[config.mk]
export PLATFORM = sky130hd
export DESIGN_NAME = ptlb_top
export DESIGN_NICKNAME = d
export VERILOG_FILES = /design/src/rtl/ptlb_pkg.sv /design/src/rtl/ptlb_cmp.sv /design/src/rtl/ptlb_victim.sv /design/src/rtl/ptlb_top.sv
export SDC_FILE = /design/constraint.sdc
export NUM_CORES = 2
export LEC_CHECK = 0
export BUFFER_PORTS_ARGS = -buffer_cell sky130_fd_sc_hd__buf_2
export CAP_MARGIN = 0
export CORE_MARGIN = 2
export CORE_UTILIZATION = 65
export DETAILED_ROUTE_END_ITERATION = 12
export GPL_TIMING_DRIVEN = 0
export HOLD_SLACK_MARGIN = 0.03
export PLACE_DENSITY_LB_ADDON = 0.25
export SETUP_SLACK_MARGIN = 0.5
export SYNTH_ARGS = -nofsm -noshare
export SYNTH_HDL_FRONTEND = slang
export SYNTH_SLANG_ARGS = --single-unit
[constraint.sdc]
create_clock -name clk -period 11 [get_ports clk]
set_clock_uncertainty 0.2 [all_clocks]
set_input_delay 2.2 -clock clk [delete_from_list [all_inputs] [get_ports clk]]
set_output_delay 2.2 -clock clk [all_outputs]
set_load 0.005 [all_outputs]
[src/rtl/ptlb_pkg.sv]
package ptlb_pkg;

    typedef enum logic [1:0] {
        PG_4K  = 2'd0,
        PG_2M  = 2'd1,
        PG_1G  = 2'd2,
        PG_RSV = 2'd3
    } pg_size_e;

    localparam int BASE_SHIFT = 12;
    localparam int MID_SHIFT  = 21;
    localparam int TOP_SHIFT  = 30;

    // untranslated low-order bits for a given page size
    function automatic int offset_bits(pg_size_e s);
        case (s)
            PG_2M:   return MID_SHIFT;
            PG_1G:   return TOP_SHIFT;
            default: return BASE_SHIFT;
        endcase
    endfunction

endpackage

[src/rtl/ptlb_cmp.sv]
module ptlb_cmp
    import ptlb_pkg::*;
#(
    parameter int VPN_W = 20,
    parameter int PID_W = 8
) (
    input  logic             e_vld,
    input  logic [VPN_W-1:0] e_tag,
    input  logic [PID_W-1:0] e_pid,
    input  pg_size_e         e_size,
    input  logic [VPN_W-1:0] q_vpn,
    input  logic [PID_W-1:0] q_pid,
    input  logic             q_exact,
    input  pg_size_e         q_size,
    output logic             match
);
    pg_size_e         cmp_size;
    logic [VPN_W-1:0] tag_mask;

    always_comb begin
        cmp_size = q_exact ? q_size : e_size;
        case (cmp_size)
            PG_2M:   tag_mask = {VPN_W{1'b1}} << (MID_SHIFT - BASE_SHIFT);
            PG_1G:   tag_mask = {VPN_W{1'b1}} << (TOP_SHIFT - BASE_SHIFT);
            default: tag_mask = {VPN_W{1'b1}};
        endcase
        match = e_vld && (e_pid == q_pid)
                && (((e_tag ^ q_vpn) & tag_mask) == '0)
                && (!q_exact || (e_size == q_size));
    end
endmodule

[src/rtl/ptlb_victim.sv]
module ptlb_victim #(
    parameter int ENTRIES = 8,
    localparam int IDX_W  = $clog2(ENTRIES)
) (
    input  logic               clk,
    input  logic               rst_n,
    input  logic [ENTRIES-1:0] vld_vec,
    input  logic [ENTRIES-1:0] dup_vec,
    input  logic               go,
    output logic [IDX_W-1:0]   idx
);
    logic [IDX_W-1:0] rr_d, rr_q;
    logic             use_rr;

    always_comb begin
        idx    = rr_q;
        use_rr = 1'b0;
        if (|dup_vec) begin
            for (int i = ENTRIES - 1; i >= 0; i--)
                if (dup_vec[i]) idx = IDX_W'(i);
        end else if (~vld_vec != '0) begin
            for (int i = ENTRIES - 1; i >= 0; i--)
                if (!vld_vec[i]) idx = IDX_W'(i);
        end else begin
            use_rr = 1'b1;
        end
        rr_d = rr_q;
        if (go && use_rr)
            rr_d = (rr_q == IDX_W'(ENTRIES - 1)) ? '0 : rr_q + IDX_W'(1);
    end

    always_ff @(posedge clk) begin
        if (!rst_n) rr_q <= '0;
        else        rr_q <= rr_d;
    end

    // a free slot is always taken before any live entry is evicted
    a_r12_free_first: assert property (@(posedge clk) disable iff (!rst_n)
        (go && dup_vec == '0 && ~vld_vec != '0) |-> !vld_vec[idx]);

    // an exact duplicate is always the slot that is rewritten
    a_r11_dup_target: assert property (@(posedge clk) disable iff (!rst_n)
        (go && dup_vec != '0) |-> dup_vec[idx]);
endmodule

[src/rtl/ptlb_top.sv]
module ptlb_top
    import ptlb_pkg::*;
#(
    parameter int VA_W    = 32,
    parameter int PA_W    = 32,
    parameter int PID_W   = 8,
    parameter int ENTRIES = 8,
    localparam int VPN_W  = VA_W - BASE_SHIFT,
    localparam int PFN_W  = PA_W - BASE_SHIFT,
    localparam int IDX_W  = $clog2(ENTRIES)
) (
    input  logic             clk,
    input  logic             rst_n,
    input  logic             lk_valid,
    input  logic [VA_W-1:0]  lk_vaddr,
    input  logic [PID_W-1:0] lk_pid,
    input  logic             lk_store,
    input  logic             lk_fetch,
    input  logic             fill_valid,
    input  logic [VPN_W-1:0] fill_vpage,
    input  logic [PID_W-1:0] fill_pid,
    input  logic [1:0]       fill_size,
    input  logic [PFN_W-1:0] fill_frame,
    input  logic             fill_wr,
    input  logic             fill_ex,
    input  logic             inv_valid,
    input  logic [VPN_W-1:0] inv_vpage,
    input  logic [PID_W-1:0] inv_pid,
    input  logic             flush_all,
    output logic             rsp_valid,
    output logic             rsp_hit,
    output logic             rsp_miss,
    output logic             rsp_fault,
    output logic [PA_W-1:0]  rsp_paddr
);
    typedef struct packed {
        logic             vld;
        logic [VPN_W-1:0] tag;
        logic [PID_W-1:0] pid;
        pg_size_e         size;
        logic [PFN_W-1:0] pfn;
        logic             wr;
        logic             ex;
    } ent_t;

    typedef struct packed {
        ent_t [ENTRIES-1:0] ent;
        logic               rv;
        logic               rh;
        logic               rm;
        logic               rf;
        logic [PA_W-1:0]    pa;
    } st_t;

    st_t st_d, st_q;

    logic [ENTRIES-1:0] lk_hv, inv_hv, dup_hv, vld_vec;
    logic [IDX_W-1:0]   vic_idx;
    logic               fill_go;
    pg_size_e           fsize;

    assign fsize   = pg_size_e'(fill_size);
    assign fill_go = fill_valid && !flush_all && !inv_valid;

    for (genvar g = 0; g < ENTRIES; g++) begin : g_ent
        assign vld_vec[g] = st_q.ent[g].vld;

        ptlb_cmp #(.VPN_W(VPN_W), .PID_W(PID_W)) u_lk (
            .e_vld(st_q.ent[g].vld), .e_tag(st_q.ent[g].tag),
            .e_pid(st_q.ent[g].pid), .e_size(st_q.ent[g].size),
            .q_vpn(lk_vaddr[VA_W-1:BASE_SHIFT]), .q_pid(lk_pid),
            .q_exact(1'b0), .q_size(PG_4K), .match(lk_hv[g]));

        ptlb_cmp #(.VPN_W(VPN_W), .PID_W(PID_W)) u_inv (
            .e_vld(st_q.ent[g].vld), .e_tag(st_q.ent[g].tag),
            .e_pid(st_q.ent[g].pid), .e_size(st_q.ent[g].size),
            .q_vpn(inv_vpage), .q_pid(inv_pid),
            .q_exact(1'b0), .q_size(PG_4K), .match(inv_hv[g]));

        ptlb_cmp #(.VPN_W(VPN_W), .PID_W(PID_W)) u_dup (
            .e_vld(st_q.ent[g].vld), .e_tag(st_q.ent[g].tag),
            .e_pid(st_q.ent[g].pid), .e_size(st_q.ent[g].size),
            .q_vpn(fill_vpage), .q_pid(fill_pid),
            .q_exact(1'b1), .q_size(fsize), .match(dup_hv[g]));
    end

    ptlb_victim #(.ENTRIES(ENTRIES)) u_vic (
        .clk(clk), .rst_n(rst_n), .vld_vec(vld_vec), .dup_vec(dup_hv),
        .go(fill_go), .idx(vic_idx));

    logic [IDX_W-1:0] sel;
    ent_t             hit_e;
    logic             any_hit, perm_bad;
    logic [PA_W-1:0]  off_mask, xl_pa;

    always_comb begin
        st_d = st_q;

        // lookup against the pre-update contents, lowest slot wins
        sel = '0;
        for (int i = ENTRIES - 1; i >= 0; i--)
            if (lk_hv[i]) sel = IDX_W'(i);
        hit_e    = st_q.ent[sel];
        any_hit  = |lk_hv;
        perm_bad = (lk_store && !hit_e.wr) || (lk_fetch && !hit_e.ex);
        off_mask = (PA_W'(1) << offset_bits(hit_e.size)) - PA_W'(1);
        xl_pa    = ({hit_e.pfn, {BASE_SHIFT{1'b0}}} & ~off_mask)
                 | (PA_W'(lk_vaddr) & off_mask);

        st_d.rv = lk_valid;
        st_d.rh = lk_valid && any_hit && !perm_bad;
        st_d.rf = lk_valid && any_hit && perm_bad;
        st_d.rm = lk_valid && !any_hit;
        st_d.pa = (lk_valid && any_hit && !perm_bad) ? xl_pa : '0;

        // table update: flush > invalidate > fill
        if (flush_all) begin
            for (int i = 0; i < ENTRIES; i++) st_d.ent[i].vld = 1'b0;
        end else if (inv_valid) begin
            for (int i = 0; i < ENTRIES; i++)
                if (inv_hv[i]) st_d.ent[i].vld = 1'b0;
        end else if (fill_valid) begin
            st_d.ent[vic_idx].vld  = 1'b1;
            st_d.ent[vic_idx].tag  = fill_vpage;
            st_d.ent[vic_idx].pid  = fill_pid;
            st_d.ent[vic_idx].size = fsize;
            st_d.ent[vic_idx].pfn  = fill_frame;
            st_d.ent[vic_idx].wr   = fill_wr;
            st_d.ent[vic_idx].ex   = fill_ex;
        end
    end

    always_ff @(posedge clk) begin
        if (!rst_n) st_q <= '0;
        else        st_q <= st_d;
    end

    assign rsp_valid = st_q.rv;
    assign rsp_hit   = st_q.rh;
    assign rsp_miss  = st_q.rm;
    assign rsp_fault = st_q.rf;
    assign rsp_paddr = st_q.pa;

    // one-cycle result latency
    a_r2_latency: assert property (@(posedge clk) disable iff (!rst_n)
        lk_valid |=> rsp_valid);
    a_r2_no_spurious: assert property (@(posedge clk) disable iff (!rst_n)
        !lk_valid |=> !rsp_valid);
    // result classification is exclusive
    a_r8_one_result: assert property (@(posedge clk) disable iff (!rst_n)
        rsp_valid |-> ($countones({rsp_hit, rsp_miss, rsp_fault}) == 1));
    a_r8_quiet: assert property (@(posedge clk) disable iff (!rst_n)
        !rsp_valid |-> ({rsp_hit, rsp_miss, rsp_fault} == 3'b000));
    // no address escapes on a fault or miss
    a_r7_zero_pa: assert property (@(posedge clk) disable iff (!rst_n)
        (rsp_fault || rsp_miss) |-> (rsp_paddr == '0));
    // flush empties the table in one cycle
    a_r10_flush: assert property (@(posedge clk) disable iff (!rst_n)
        flush_all |=> (vld_vec == '0));
endmodule

==> metrics.md <==
| Metric | Value |
|---|---|
| I/O Buffers | `55` |
| Max Cap Viol | `0` |
| GR Util All Layers | `46.7%` |
| Post-Place Cells | `3627` |
| WP data required | `11.28 ns` |
| Cells after synthesis | `2987` |
| Post-Synth XOR/XNOR Area | `21.2%` |
| Gpl congestion | `1.05` |
| DRC | `0` |
| Pwr/cell area | `127 mW/mm²` |
| Max-slew headroom | `11.2%` |
| Top cells by area, synth | `dfxtp_1 33%, mux2i_1 14%, xnor2_1 13%` |
| Hold Buf Count CTS | `0` |
| Main flop type after synthesis | `dfxtp_1` |
| Pin count of the biggest net entering global routing | `16` |
| Synth Area in Simple Gates | `17.6%` |
| Initial antenna violation count | `8` |
| Layout cell share with drive strength beyond 1 | `12.4%` |
| Post-synthesis mux area share | `16.8%` |
| Leak | `11.8 nW` |
| Slew of the pin with the lowest slew margin | `1.32 ns` |
| FF-to-FF path depth | `17` |
| CTS Buf Count | `49` |
| Flops & latches, synth | `463` |
| Register area share after synthesis | `32.6%` |
| TritonCTS Sinks | `463` |
| Tmin final | `7.70 ns` |
| DRT Pass-1 Iters | `6` |
| Crit. End Element | `register` |
| Peak VDD IR | `0.155 mV` |
| RSZ-0062 raised after global routing | `false` |
| Syn Area/Cell | `9.51 µm²` |
| Via count | `24100` |
| Core area | `0.0431 mm²` |
| Synth warn | `0` |
| Fill cells | `3227` |
| R2r startpoint | `st_q[429]$_SDFFE_PN0P_` |
| Status | `completed` |
| Vias in the first global route | `23400` |
| # setup viols final | `0` |
| First-pass GRT wire length | `154 mm` |
| Fmax | `130 MHz` |
| Largest family of logic cells by synthesized area | `XOR/XNOR gates` |
| Startpoint types | `input port` |
| DR WL/cell | `28.6 µm` |
| Total congestion overflow | `0` |
| Final worst path period share | `70.0%` |
| DP Wirelength | `76.3 mm` |
| Synth top area share | `32.6%` |
| Most common cell after layout, fill and taps aside | `dfxtp_1` |
| Vias per cell | `6.49` |
| Async set or reset register ratio after synthesis | `0%` |
| Library cells used by synthesis | `72` |
| Post_cts resized | `0` |
| Max Slew Vio Count | `0` |
| Worst hold-check path type | `reg2reg` |
| Die height | `213 µm` |
| Compound-gate portion of the synthesized area | `5.17%` |
| Layout Nets | `3239` |
| Worst Path Max Fanout | `10` |
| Htree depth | `2` |
| Clock Root Buffer | `clkbuf_16` |
| Ant diodes | `0` |
| Area Overhead vs Synth | `9.89%` |
| Final design utilization | `72.4%` |
| CTS Buffer Depth | `3` |
| Worst-path clk slew | `0.07 ns` |
| Num ports | `164` |
| Starting Density | `65.9%` |
| Die area | `0.0454 mm²` |
| Number of DRC markers in iteration 0 | `3205` |
| CTS tree | `done` |
| Critical Path AT | `7.98 ns` |
| Row count | `76` |
| Most frequent cells in the layout | `463 x dfxtp_1, 431 x xnor2_1, 386 x mux2i_1, 365 x nor2b_1, 256 x xor2_1` |
| Worst Setup EP | `rsp_paddr[7]$_SDFF_PN0_` |
| Post-Synth Adder-Cell Area | `0.749%` |
| Setup bufs post-CTS | `0` |
| Cell Count, Final, Fillers Out | `3717` |
| Area of the mapped netlist | `0.0284 mm²` |
| Hold Vio Cnt, Final | `0` |
| R2R Setup Slk | `4.28 ns` |
| Die X | `213 µm` |
| Post-synth EDFFs | `0` |
| CP startpoint | `lk_vaddr[20]` |
| Leading area contributor after synthesis | `dfxtp_1` |
| Crit Path Class | `in2reg` |
| Routed WL | `106 mm` |
| Synth Net Count | `3132` |
| Setup TNS | `0 ns` |
| Clock latency on the worst-skew pair | `0.64 ns` |
| Antenna-violating nets left | `0` |
| Critical R2R Capture | `rsp_paddr[7]$_SDFF_PN0_` |
[layout make-up]
cell class | count | area [µm²] | share of cell area [%]
Clock inverter | 25 | 408 | 1.31
Inverter | 15 | 56.3 | 0.180
Timing Repair Buffer | 56 | 280 | 0.898
Multi-Input combinational cell | 2203 | 17500 | 56.0
Clock buffer | 64 | 1370 | 4.40
Buffer | 306 | 1610 | 5.16
Sequential cell | 463 | 9270 | 29.7
Tap cell | 585 | 732 | 2.35
[critical path: stages]
cell       delay [ns]
buf_2            0.39
xor2_1           0.12
o2bb2ai_1        0.38
nor4_1           1.16
nand3_1          0.22
nand4_1          0.22
nand2_1          0.44
buf_2            0.42
clkbuf_1         0.29
o211ai_1         0.22
o21ai_0          0.16
o21a_1           0.24
ha_1             0.36
clkbuf_1         0.33
nand2_1          0.16
ha_1             0.32
nor4b_1          0.32
[synthesized netlist by cell type, types with 18 or more instances]
| cell | count |
|---|---|
| xor2_1 | 256 |
| o41ai_1 | 18 |
| mux2i_1 | 386 |
| a2111oi_0 | 19 |
| nor4_1 | 57 |
| nand4_1 | 100 |
| xnor2_1 | 431 |
| nand2_1 | 101 |
| o21ai_0 | 67 |
| mux4_2 | 38 |
| buf_4 | 50 |
| dfxtp_1 | 463 |
| nor3_1 | 35 |
| buf_2 | 117 |
| nand3_1 | 112 |
| nor2_1 | 34 |
| nor2b_1 | 365 |
| clkbuf_1 | 111 |
[per-layer routing]
| metal | up-vias | share of wire (%) | GRT usage [%] |
|---|---|---|---|
| met3 | 431 | 12 | 12.6 |
| met5 | - | 0.076 | 0 |
| met4 | 12 | 7.3 | 30.4 |
| met1 | 11700 | 38 | 58.8 |
| li1 | 10400 | - | - |
| met2 | 1607 | 43 | 70.4 |
[metrics by stage]
step	cell area, µm²	total power [mW]	hold slack [ns]	setup slack, ns
global placement	29400	2.13	0.247	2.84
floorplan	28400	2.00	0.234	4.84
global route	31200	4.04	0.311	3.20
finish	31200	3.97	0.278	3.30
detailed placement	29400	2.14	0.265	2.78
CTS	31200	3.95	0.279	3.37
[kinds of logic (layout without fill, tap and decap cells)]
family	after synthesis	count (layout)
fa+ha+maj	17	17
simple gates	866	866
compound gates	204	204
mux	428	428
buf+inv	321	466
xor+xnor	688	688
flops	463	463
[power breakdown]
part | total [mW] | switching [mW] | internal, mW | leakage (nW)
sequential | 1.69 | 0.0100 | 1.68 | 3.73
clock | 1.85 | 0.774 | 1.08 | 0.874
combinational | 0.427 | 0.278 | 0.149 | 7.18
[worst min path at each step]
stage	slack, ns	startpoint	cells past startpoint	end
2_1_floorplan	0.23	st_q[303]$_SDFFE_PN0P_	2	st_q[303]$_SDFFE_PN0P_
3_3_place_gp	0.25	st_q[304]$_SDFFE_PN0P_	2	st_q[304]$_SDFFE_PN0P_
3_5_place_dp	0.26	st_q[302]$_SDFFE_PN0P_	2	st_q[302]$_SDFFE_PN0P_
4_1_cts	0.28	st_q[302]$_SDFFE_PN0P_	2	st_q[302]$_SDFFE_PN0P_
5_1_grt	0.31	st_q[306]$_SDFFE_PN0P_	2	st_q[306]$_SDFFE_PN0P_
6_report	0.28	st_q[302]$_SDFFE_PN0P_	2	st_q[302]$_SDFFE_PN0P_
[flip-flops by register name, summed over array words and instances (netlist names)]
name / flops
rsp_miss: 1
u_vic.rr_q: 3
rsp_fault: 1
st_q: 424
rsp_valid: 1
rsp_paddr: 32
rsp_hit: 1
No activity file was read; power rests on OpenSTA's default activity.
